[src/rtl/pcu_pkg.sv]
package pcu_pkg;

    typedef enum logic [1:0] {
        SEL_HOLD   = 2'd0,
        SEL_JUMP   = 2'd1,
        SEL_BRANCH = 2'd2,
        SEL_SEQ    = 2'd3
    } pcu_sel_e;

endpackage

[src/rtl/pcu_targets.sv]
module pcu_targets #(
    parameter int ADDR_W = 32,
    parameter int IDX_W  = 26,
    parameter int OFF_W  = 16
) (
    input  logic [ADDR_W-1:0] pc_cur,
    input  logic [IDX_W-1:0]  insn_field,
    output logic [ADDR_W-1:0] seq_addr,
    output logic [ADDR_W-1:0] branch_addr,
    output logic [ADDR_W-1:0] jump_addr
);
    localparam int EXT_W = ADDR_W - OFF_W - 2;
    localparam int TOP_W = ADDR_W - IDX_W - 2;

    logic [OFF_W-1:0]  offset;
    logic [ADDR_W-1:0] offset_scaled;

    assign offset        = insn_field[OFF_W-1:0];
    assign offset_scaled = {{EXT_W{offset[OFF_W-1]}}, offset, 2'b00};

    always_comb begin
        seq_addr    = pc_cur + ADDR_W'(4);
        branch_addr = seq_addr + offset_scaled;
        jump_addr   = {pc_cur[ADDR_W-1 -: TOP_W], insn_field, 2'b00};
    end

    // offset word scaling keeps the target word aligned
    always_comb begin
        a_r7_branch_aligned: assert (branch_addr[1:0] == pc_cur[1:0]);
    end
endmodule

[src/rtl/pcu_select.sv]
module pcu_select
    import pcu_pkg::*;
(
    input  logic     stall,
    input  logic     jump,
    input  logic     br_eq,
    input  logic     br_ne,
    input  logic     regs_equal,
    output pcu_sel_e sel
);
    logic take_branch;

    assign take_branch = (br_eq & regs_equal) | (br_ne & ~regs_equal);

    always_comb begin
        if (stall)            sel = SEL_HOLD;
        else if (jump)        sel = SEL_JUMP;
        else if (take_branch) sel = SEL_BRANCH;
        else                  sel = SEL_SEQ;
    end

    // a jump request never yields the branch or sequential state
    always_comb begin
        a_r9_jump_wins: assert (!(jump && !stall) || sel == SEL_JUMP);
    end
endmodule

[src/rtl/pc_next_unit.sv]
module pc_next_unit
    import pcu_pkg::*;
#(
    parameter int          ADDR_W     = 32,
    parameter int          IDX_W      = 26,
    parameter int          OFF_W      = 16,
    parameter logic [31:0] RESET_ADDR = 32'h0040_0000
) (
    input  logic              clk,
    input  logic              rst,
    input  logic              stall,
    input  logic              jump,
    input  logic              br_eq,
    input  logic              br_ne,
    input  logic              regs_equal,
    input  logic [IDX_W-1:0]  insn_lo,
    output logic [ADDR_W-1:0] pc_o,
    output logic [ADDR_W-1:0] pc_plus4_o
);
    localparam int TOP_W = ADDR_W - IDX_W - 2;

    pcu_sel_e          sel;
    logic [ADDR_W-1:0] pc_q, pc_d;
    logic [ADDR_W-1:0] seq_addr, branch_addr, jump_addr;

    pcu_targets #(.ADDR_W(ADDR_W), .IDX_W(IDX_W), .OFF_W(OFF_W)) u_targets (
        .pc_cur      (pc_q),
        .insn_field  (insn_lo),
        .seq_addr    (seq_addr),
        .branch_addr (branch_addr),
        .jump_addr   (jump_addr)
    );

    pcu_select u_select (
        .stall      (stall),
        .jump       (jump),
        .br_eq      (br_eq),
        .br_ne      (br_ne),
        .regs_equal (regs_equal),
        .sel        (sel)
    );

    always_comb begin
        unique case (sel)
            SEL_HOLD:   pc_d = pc_q;
            SEL_JUMP:   pc_d = jump_addr;
            SEL_BRANCH: pc_d = branch_addr;
            SEL_SEQ:    pc_d = seq_addr;
            default:    pc_d = seq_addr;
        endcase
    end

    always_ff @(posedge clk) begin
        if (rst) pc_q <= ADDR_W'(RESET_ADDR);
        else     pc_q <= pc_d;
    end

    always_comb begin
        pc_o       = pc_q;
        pc_plus4_o = seq_addr;
    end

    // reset loads the start address
    a_r1_reset_addr: assert property (@(posedge clk)
        rst |=> pc_q == ADDR_W'(RESET_ADDR));

    // stall holds the PC
    a_r10_stall_hold: assert property (@(posedge clk) disable iff (rst)
        stall |=> pc_q == $past(pc_q));

    // jump keeps the top PC bits and is word aligned
    a_r8_jump_region: assert property (@(posedge clk) disable iff (rst)
        (jump && !stall) |=> (pc_q[1:0] == 2'b00 &&
            pc_q[ADDR_W-1 -: TOP_W] == $past(pc_q[ADDR_W-1 -: TOP_W])));

    // no control request advances by one word
    a_r3_seq_step: assert property (@(posedge clk) disable iff (rst)
        (!stall && !jump && !br_eq && !br_ne) |=> pc_q == $past(pc_q) + ADDR_W'(4));

    // failed branch-equal condition falls through
    a_r6_not_taken: assert property (@(posedge clk) disable iff (rst)
        (!stall && !jump && br_eq && !br_ne && !regs_equal) |=> pc_q == $past(pc_q) + ADDR_W'(4));
endmodule

[config.mk]
export PLATFORM = sky130hd
export DESIGN_NAME = pc_next_unit
export DESIGN_NICKNAME = d
export VERILOG_FILES = /design/src/rtl/pcu_pkg.sv /design/src/rtl/pcu_targets.sv /design/src/rtl/pcu_select.sv /design/src/rtl/pc_next_unit.sv
export SDC_FILE = /design/constraint.sdc
export NUM_CORES = 1
export LEC_CHECK = 0
export ABC_AREA = 1
export ABC_CLOCK_PERIOD_IN_PS = 2550
export BUFFER_PORTS_ARGS = -buffer_cell sky130_fd_sc_hd__buf_2
export CORE_MARGIN = 2
export CORE_UTILIZATION = 40
export CTS_CLUSTER_DIAMETER = 60
export DETAILED_ROUTE_END_ITERATION = 12
export PLACE_DENSITY = 0.74
export RECOVER_POWER = 50
export SYNTH_ARGS = -nofsm -noshare
export SYNTH_HDL_FRONTEND = slang
export SYNTH_HIERARCHICAL = 1
export SYNTH_SLANG_ARGS = --single-unit
[constraint.sdc]
create_clock -name clk -period 2.55 [get_ports clk]
set_input_delay 0.3825 -clock clk [delete_from_list [all_inputs] [get_ports clk]]
set_output_delay 0.3825 -clock clk [all_outputs]
set_load 0.05 [all_outputs]
==> impl_metrics.tcl, run 1 <==
set metrics [dict create \
    rows 41 \
    arrival_ns 3.13 \
    start_kind "flip-flop" \
    mostFrequentLayoutCells "nand2_1, buf_4, inv_1" \
    setup_viol 24 \
    hold_buffers 0 \
    met3_length_microns 1264 \
    final_antenna_net_count 0 \
    cts_tree "done" \
    min_to "pc_o[22]" \
    final_core_util 0.6506 \
    route.met2.wl_microns 9524 \
    layout_commonest_cell "nand2_1" \
    rsz0062_at_grt "true" \
    vias_per_cell 5.155 \
    drt_wl_total_microns 19840 \
    failed_checks "negative setup slack" \
    syn-cell-area_sq_um 5182 \
    vias 6552 \
    worstHoldPathType "primary input to flip-flop" \
    clk_pin_slew_ns 0.06 \
    min_period_ns 2.953 \
    slew-limit-headroom 0.6020 \
    cap_violations 0 \
    synth_cells 879 \
    die_y_microns 117.8 \
    die_w_microns 117.8 \
    crit_path_end_kind "flip-flop" \
    layoutNonFillerInstCount 1271 \
    period_share 1.158 \
    tightest_slew_ns 0.5996 \
    met1_length_microns 8170 \
    numClockSinks 32 \
    outcome "finished with violations" \
    syn_avg_cell_area_sq_um 5.896 \
    grt.total_usage 0.2692 \
    cts_root_buffer "clkbuf_16" \
    gp_congestion 0.9600 \
    worstSetupPathType "flip-flop to flip-flop" \
    grt_overflow 0 \
    htree_num_levels 2 \
    numCtsBuffers 5 \
    clk_path_buf_depth 2 \
    postLayoutSetupSlackWorst_ns -0.4031 \
    hpwl_microns 14040 \
    dr.pass1.iters 5 \
    ff2ff_path_depth 20 \
    path_max_fanout 4 \
    worstHoldStart "rst" \
    area_growth_syn_to_layout_pct 58.43 \
    rrSetupSlack_ns -0.40 \
    grt_max_degree 65 \
    drc 0 \
    cp.required_ns 2.72 \
    reg2reg_to "pc_o[28]" \
    port_buffers 96 \
    start_util 0.4107 \
    fin_nets 1165 \
    first_global_vias 6251 \
    core-area_sq_um 12620 \
    antenna_found_initial 0 \
    power_density_nw_per_um2 464.3 \
    drive_gt1_frac 0.4932 \
    r2r-start "pc_o[9]" \
    yosys_warnings 6 \
    clock.fmax_mhz 338.6 \
    routedWlPerCell_microns 15.61 \
    vdd_drop_max_uv 262.2 \
    clk-insertion-delay-late_ns 0.28 \
    hold_viol 0 \
    fillerInstances 1050 \
    ios 97 \
    min_path_cells 3 \
    ys_seq_area_frac 0.1236 \
    multi_input_area_sq_um 4787 \
    synth-seq-cells 32 \
    n_antenna_cell 0 \
    grt_pass1_wl_microns 30620 \
    slew_violations 0 \
    dr.max_layer_used "met4" \
    largest_register_ff_count 32 \
    total_leakage_power_nw 4.254 \
    die_area_sq_um 13880 \
    place_ws_ns -0.5365 \
    detail_route.iter0.violations 543 \
    skew_ns 0.007125 \
    yosys.cell_types.count 38 \
    dp.cells 1241 \
    regArea_sq_um 664.4 \
]
[worst max-delay path by stage]
stage / from / end / slack [ns] / depth (start not counted)
after floorplan: pc_o[2] / pc_o[30] / -0.73 / 18
after global placement: pc_o[2] / pc_o[29] / -0.48 / 22
after detailed placement: pc_o[2] / pc_o[16] / -0.54 / 19
after CTS: pc_o[2] / pc_o[31] / -0.31 / 22
after global routing: pc_o[2] / pc_o[28] / -0.59 / 20
final: pc_o[9] / pc_o[28] / -0.40 / 20
[metrics by stage]
stage | TNS (ns) | total power (W) | area, sq um | hold slack, ns
3_3_place_gp | -7.027 | 0.002633 | 6969 | 0.5608
5_1_grt | -10.27 | 0.004011 | 8210 | 0.3142
6_report | -6.600 | 0.003812 | 8210 | 0.2967
2_1_floorplan | -13.21 | 0.002002 | 5618 | 0.4780
3_5_place_dp | -8.263 | 0.002657 | 6969 | 0.5598
4_1_cts | -4.341 | 0.003586 | 7790 | 0.2998
[logic make-up after synthesis]
kind of cell | share of synthesized area
AO/OA/AOI/OAI | 0.1123
XOR/XNOR | 0.07098
adder cells (fa/ha/maj) | 0.08354
buffers and inverters | 0.1922
flip-flops | 0.1236
other | 0.0007236
AND/OR/NAND/NOR | 0.4167
[Yosys cell counts, drive strengths merged]
| library cell | n | share of area |
|---|---|---|
| nand3 | 70 | 0.094 |
| nor3 | 5 | 0.0048 |
| buf | 52 | 0.092 |
| nor4 | 1 | 0.0024 |
| nor3b | 1 | 0.0036 |
| dfxtp | 32 | 0.12 |
| o21ai | 39 | 0.038 |
| and3 | 2 | 0.0027 |
| a21o | 1 | 0.0014 |
| xnor2 | 11 | 0.019 |
| or2 | 1 | 0.0012 |
| nand2 | 263 | 0.20 |
| o21bai | 7 | 0.010 |
| nand4 | 11 | 0.013 |
| ha | 33 | 0.080 |
| inv | 120 | 0.087 |
| a21oi | 63 | 0.062 |
| conb | 1 | 0.00072 |
| fa | 1 | 0.0039 |
| xor2 | 31 | 0.052 |
| nor2 | 125 | 0.10 |
| clkbuf | 8 | 0.013 |
| o21a | 1 | 0.0014 |
[cell type report]
type | count | share of cell area
Clock buffer | 5 | 0.01524
Inverter | 120 | 0.05578
Tap cell | 172 | 0.02621
Sequential cell | 32 | 0.08092
Multi-Input combinational cell | 668 | 0.5831
Timing Repair Buffer | 271 | 0.2332
Clock inverter | 3 | 0.005639
[report_power, final]
group          internal (W)  leakage [nW]  switching (W)
registers          0.000556         0.271      0.0000460
logic              0.000969          3.90        0.00152
clock network      0.000465        0.0804       0.000257
total               0.00199          4.25        0.00182
[repair_timing]
| action | CTS | global route |
|---|---|---|
| gates resized for setup | 129 | 102 |
| endpoints found under the setup margin | 25 | 37 |
| buffers inserted | 14 | 11 |
| pin swaps | 56 | 52 |
| hold endpoints to repair | 0 | 0 |
[critical path: stages, from the launching register on]
cell,delay (ns)
dfxtp_1,0.35
nand2_1,0.09
buf_4,0.13
nor2_1,0.18
nand2_1,0.16
nor4_4,0.22
xor2_1,0.24
inv_2,0.10
ha_4,0.25
a21oi_2,0.16
nor2_1,0.05
nor2_1,0.14
nand2_1,0.11
a21oi_2,0.14
nand2_1,0.06
nand2_1,0.05
nand2_1,0.07
inv_2,0.07
a21oi_1,0.06
nor2_1,0.15
nor2_1,0.05
[layer usage]
layer  vias up  track usage
met2       295       0.4546
met5         -            0
met1      3039       0.3496
li1       3153            -
met3        65      0.02859
met4         0       0.1099
No activity file was read; power rests on OpenSTA's default activity.
==> run 2: changes to the inputs <==
- CORE_MARGIN: 2 -> default
==> run 2 against run 1 <==
The run still ends with negative setup slack left. Global-route usage is 1.8 points higher. Design area up 1.4%. Via count rose by 1.3%. Clock power is 2% lower.
==> impl_metrics.tcl, run 2 (synthesis gave the netlist of run 1 again) <==
set metrics [dict create \
    slew_violations 0 \
    outcome "finished with violations" \
    ff2ff_path_depth 21 \
    dp.cells 1239 \
    p_comb_frac 0.654 \
    detail_route.iter0.violations 390 \
    core-area_sq_um 12620 \
    die_area_sq_um 13420 \
    drt_wl_total_microns 20060 \
    cap_violations 0 \
    largest_register_ff_count 32 \
    vias_per_cell 5.167 \
    gp_congestion 0.9860 \
    start_kind "flip-flop" \
    postLayoutSetupSlackWorst_ns -0.5305 \
    htree_num_levels 2 \
    r2r-start "pc_o[10]" \
    die_y_microns 115.8 \
    power_switching_share 0.4798 \
    grt_most_used_layer "met2" \
    grt_pass1_wl_microns 29930 \
    die_w_microns 115.8 \
    clk_pin_slew_ns 0.06 \
    layoutNonFillerInstCount 1284 \
    cts_root_buffer "clkbuf_16" \
    numCtsBuffers 5 \
    reg2reg_to "pc_o[31]" \
    clk_path_buf_depth 2 \
    intPower_w 0.001975 \
    area_growth_syn_to_layout_pct 60.62 \
    start_util 0.4107 \
    period_share 1.208 \
    skew_ns 0.003535 \
    ios 97 \
    drive_gt1_frac 0.4748 \
    cts_tree "done" \
    worstHoldPathType "primary input to flip-flop" \
    cp.required_ns 2.77 \
    rows 41 \
    crit_path_end_kind "flip-flop" \
    fin_nets 1178 \
    worstHoldStart "rst" \
    tightest_slew_ns 0.6253 \
    hpwl_microns 13910 \
    slew-limit-headroom 0.5849 \
    port_buffers 96 \
    hold_buffers 0 \
    grt_max_degree 65 \
    hold_viol 0 \
    vdd_drop_max_uv 294.8 \
    final_core_util 0.6596 \
    grt.total_usage 0.2873 \
    min_path_cells 3 \
    clock.fmax_mhz 324.6 \
    final_antenna_net_count 0 \
    layout_commonest_cell "nand2_1" \
    first_global_vias 6185 \
    n_antenna_cell 0 \
    path_max_fanout 4 \
    dr.pass1.iters 5 \
    vias 6634 \
    grt_overflow 0 \
    antenna_found_initial 0 \
    mostFrequentLayoutCells "nand2_1, buf_4, inv_1" \
    total_leakage_power_nw 4.281 \
    drc 0 \
    worstSetupPathType "flip-flop to flip-flop" \
    p_clk_frac 0.186 \
    min_period_ns 3.081 \
    numClockSinks 32 \
    p_sw_w 0.001821 \
    grt_use_met1 0.3699 \
    grt_use_met3 0.04289 \
    clk-insertion-delay-late_ns 0.29 \
    power_density_nw_per_um2 456.0 \
    failed_checks "negative setup slack" \
    met2_usage 0.4774 \
    rrSetupSlack_ns -0.53 \
    min_to "pc_o[22]" \
    setup_tns_ns -7.564 \
    routedWlPerCell_microns 15.63 \
    seqPwrFrac 0.161 \
    fillerInstances 1011 \
    setup_viol 25 \
    place_ws_ns -0.5286 \
    arrival_ns 3.30 \
    rsz0062_at_grt "true" \
]
## run 2: routing by layer
| metal | vias up | wire length, microns |
|---|---|---|
| met5 | - | 0 |
| met4 | 0 | 887 |
| met3 | 71 | 1374 |
| met2 | 315 | 9541 |
| met1 | 3069 | 8260 |
| li1 | 3179 | - |
## run 2: how the worst max path moves through the flow
stage          startpoint       end  slack [ns]  cells past startpoint
3_5_place_dp      pc_o[2]  pc_o[25]       -0.53                     19
4_1_cts           pc_o[2]  pc_o[25]       -0.33                     22
2_1_floorplan     pc_o[2]  pc_o[30]       -0.73                     18
6_report         pc_o[10]  pc_o[31]       -0.53                     21
5_1_grt          pc_o[10]  pc_o[31]       -0.70                     25
3_3_place_gp      pc_o[2]  pc_o[29]       -0.46                     21
## run 2: worst max-delay path, stage by stage (launching register included)
cell and delay, ns:
dfxtp_2 0.36, nand2_1 0.08, nor2_1 0.20, nand2_2 0.12, nor3b_4 0.21, buf_6 0.15
buf_4 0.12, nand3_4 0.09, xor2_4 0.17, ha_4 0.28, nand2_4 0.10, nor3_4 0.05
buf_4 0.14, a21oi_2 0.22, nand2_2 0.08, a21oi_2 0.13, nand2_1 0.07, nand2_1 0.06
inv_1 0.05, a21oi_2 0.16, nor2_1 0.06, nor2_1 0.10
## run 2: area by class of cell
cell class                      count  area (sq um)  share of cell area
Clock inverter                      3         37.54            0.004509
Clock buffer                        5         125.1             0.01503
Timing Repair Buffer              284          2006              0.2409
Tap cell                          172         215.2             0.02585
Sequential cell                    32         661.9             0.07951
Multi-Input combinational cell    668          4821              0.5791
Inverter                          120         457.9             0.05501
## run 2: per-stage QoR
stage / cell area, sq um / hold WS (ns) / total power [W]
floorplan: 5618 / 0.4780 / 0.002002
global placement: 6954 / 0.5683 / 0.002618
detailed placement: 6954 / 0.5862 / 0.002638
CTS: 7797 / 0.2951 / 0.003535
global route: 8324 / 0.3077 / 0.003974
finish: 8324 / 0.2941 / 0.003796
## run 2: power groups by stage
stage | registers, W | logic (W) | clock network (W)
floorplan | 0.000824 | 0.00118 | 0
global placement | 0.000611 | 0.00201 | 0
detailed placement | 0.000611 | 0.00203 | 0
CTS | 0.000605 | 0.00223 | 0.000699
global route | 0.000616 | 0.00264 | 0.000717
finish | 0.000610 | 0.00248 | 0.000704
## run 2: timing repair
item / 4_1_cts / 5_1_grt
endpoints found under the setup margin: 25 / 39
gates resized for setup: 115 / 132
buffers inserted: 23 / 15
pin swaps: 50 / 61
==> run 3: changes to the inputs <==
- ABC_CLOCK_PERIOD_IN_PS: 2550 -> 3400
- PLACE_DENSITY: 0.74 -> 0.72
- clock period: 2.55 -> 3.4 ns (I/O delays scaled with it)
==> run 3 against run 2 <==
The flow now finishes without violations. Die area is the same. Clock-buffer cell count stayed put. Combinational power is 49% lower. Wire length shrank 20%. Global-route usage down 4.2 points. Worst setup slack improved by 0.73 ns. Power fell by 41%. Design area fell by 29%. Largest power group unchanged.
==> impl_metrics.tcl, run 3 (synthesis gave the netlist of run 1 again) <==
set metrics [dict create \
    outcome "finished, final reports clean" \
    hold_viol 0 \
    regArea_sq_um 651.9 \
    worstHoldPathType "primary input to flip-flop" \
    drc 0 \
    ios 97 \
    start_util 0.4107 \
    clk-insertion-delay-late_ns 0.29 \
    skew_ns 0.006684 \
    slew-limit-headroom 0.3982 \
    cts_root_buffer "clkbuf_16" \
    rrSetupSlack_ns 0.20 \
    grt_overflow 0 \
    first_global_vias 5099 \
    total_leakage_power_nw 3.223 \
    multi_input_area_sq_um 3786 \
    die_area_sq_um 13420 \
    n_antenna_cell 0 \
    grt_pass1_wl_microns 25540 \
    clk_pin_slew_ns 0.06 \
    period_share 0.9399 \
    vias_per_cell 4.995 \
    holdWs_ns 0.4235 \
    dr.pass1.iters 5 \
    path_max_fanout 5 \
    routedWlPerCell_microns 14.39 \
    antenna_found_initial 0 \
    min_period_ns 3.196 \
    slew_violations 0 \
    critPathLaunch "pc_o[2]" \
    clk_path_buf_depth 2 \
    drive_gt1_frac 0.1839 \
    detail_route.iter0.violations 427 \
    cts_tree "done" \
    fillerInstances 1411 \
    grt_max_degree 65 \
    largest_register_ff_count 32 \
    start_kind "flip-flop" \
    cp.required_ns 3.58 \
    postLayoutSetupSlackWorst_ns 0.2044 \
    gp_congestion 0.9598 \
    drt_wl_total_microns 16090 \
    hold_buffers 0 \
    numClockSinks 32 \
    fin_nets 1012 \
    mostFrequentLayoutCells "nand2_1, inv_1, nor2_1" \
    layout_commonest_cell "nand2_1" \
    setup_tns_ns 0 \
    htree_num_levels 2 \
    cap_violations 0 \
    area_growth_syn_to_layout_pct 13.25 \
    setup_viol 0 \
    ff2ff_path_depth 19 \
    vdd_drop_max_uv 207.0 \
    port_buffers 96 \
    die_w_microns 115.8 \
    hpwl_microns 12540 \
    final_antenna_net_count 0 \
    min_path_cells 3 \
    power_density_nw_per_um2 384.6 \
    reg2reg_to "pc_o[28]" \
    arrival_ns 3.37 \
    crit_path_end "pc_o[28]" \
    grt.total_usage 0.2458 \
    vias 5584 \
    rows 41 \
    numCtsBuffers 5 \
    core-area_sq_um 12620 \
    clock.fmax_mhz 312.9 \
    die_y_microns 115.8 \
    worstSetupPathType "flip-flop to flip-flop" \
    place_ws_ns 0.06189 \
    r2r-start "pc_o[2]" \
    tightest_slew_ns 0.9017 \
    crit_path_end_kind "flip-flop" \
]
-- run 3: changes by cell type in the layout (fill, tap and decap cells not counted), moves of 20 or more --
cell and delta:
ha_1 +21, nand2_1 +54, nor2_1 +20, buf_6 -21
a21oi_1 +32, buf_4 -151, nand2_2 -44, a21oi_2 -28
-- run 3: metal layers --
metal	routed length, microns	up-vias	global-route usage
met5	0	-	0
li1	-	2857	-
met2	7299	193	0.4071
met1	7345	2506	0.3305
met3	989	28	0.02563
met4	457	0	0.08718
-- run 3: worst min-delay path by stage --
stage	startpoint	end
floorplan	rst	pc_o[22]
global placement	pc_o[3]	pc_o[3]
detailed placement	pc_o[27]	pc_o[27]
CTS	rst	pc_o[22]
global route	rst	pc_o[22]
finish	rst	pc_o[22]
-- run 3: repair_timing --
action	in CTS	in global routing
endpoints found under the setup margin	0	11
buffers inserted	0	2
resized for setup	0	31
-- run 3: power breakdown --
| group | total [W] | internal (W) | switching (W) | leakage [nW] |
|---|---|---|---|---|
| combinational | 0.00126 | 0.000356 | 0.000900 | 2.88 |
| sequential | 0.000468 | 0.000416 | 0.0000514 | 0.268 |
| clock | 0.000535 | 0.000344 | 0.000190 | 0.0798 |
-- run 3: cell type report --
class	count	area share
Sequential cell	32	0.1111
Inverter	120	0.07738
Clock inverter	3	0.007248
Multi-Input combinational cell	668	0.6451
Clock buffer	5	0.02132
Timing Repair Buffer	118	0.1013
Tap cell	172	0.03667
-- run 3: worst max-delay path, cell delays in order (launching register included) --
cell and delay [ns]:
dfxtp_4 0.38, clkinvlp_4 0.15, nor2_8 0.17, nand2_4 0.10, nor3b_4 0.32, buf_4 0.20, xor2_4 0.17, ha_1 0.34
a21oi_1 0.23, o21ai_0 0.16, inv_1 0.07, nand2_1 0.07, a21oi_1 0.17, nand2_1 0.07, nand2_1 0.06, nand2_1 0.12
inv_1 0.08, a21oi_1 0.06, nor2_1 0.12, nor2_1 0.04
-- run 3: through the flow --
step                area, sq um  std cells  total power, W  utilization
floorplan                  5333        880        0.001437            -
global placement           5648       1108        0.001695       0.4476
detailed placement         5648       1108        0.001697       0.4476
CTS                        5816       1116        0.002236       0.4608
global route               5869       1118        0.002397       0.4651
finish                     5869       1118        0.002258       0.4651
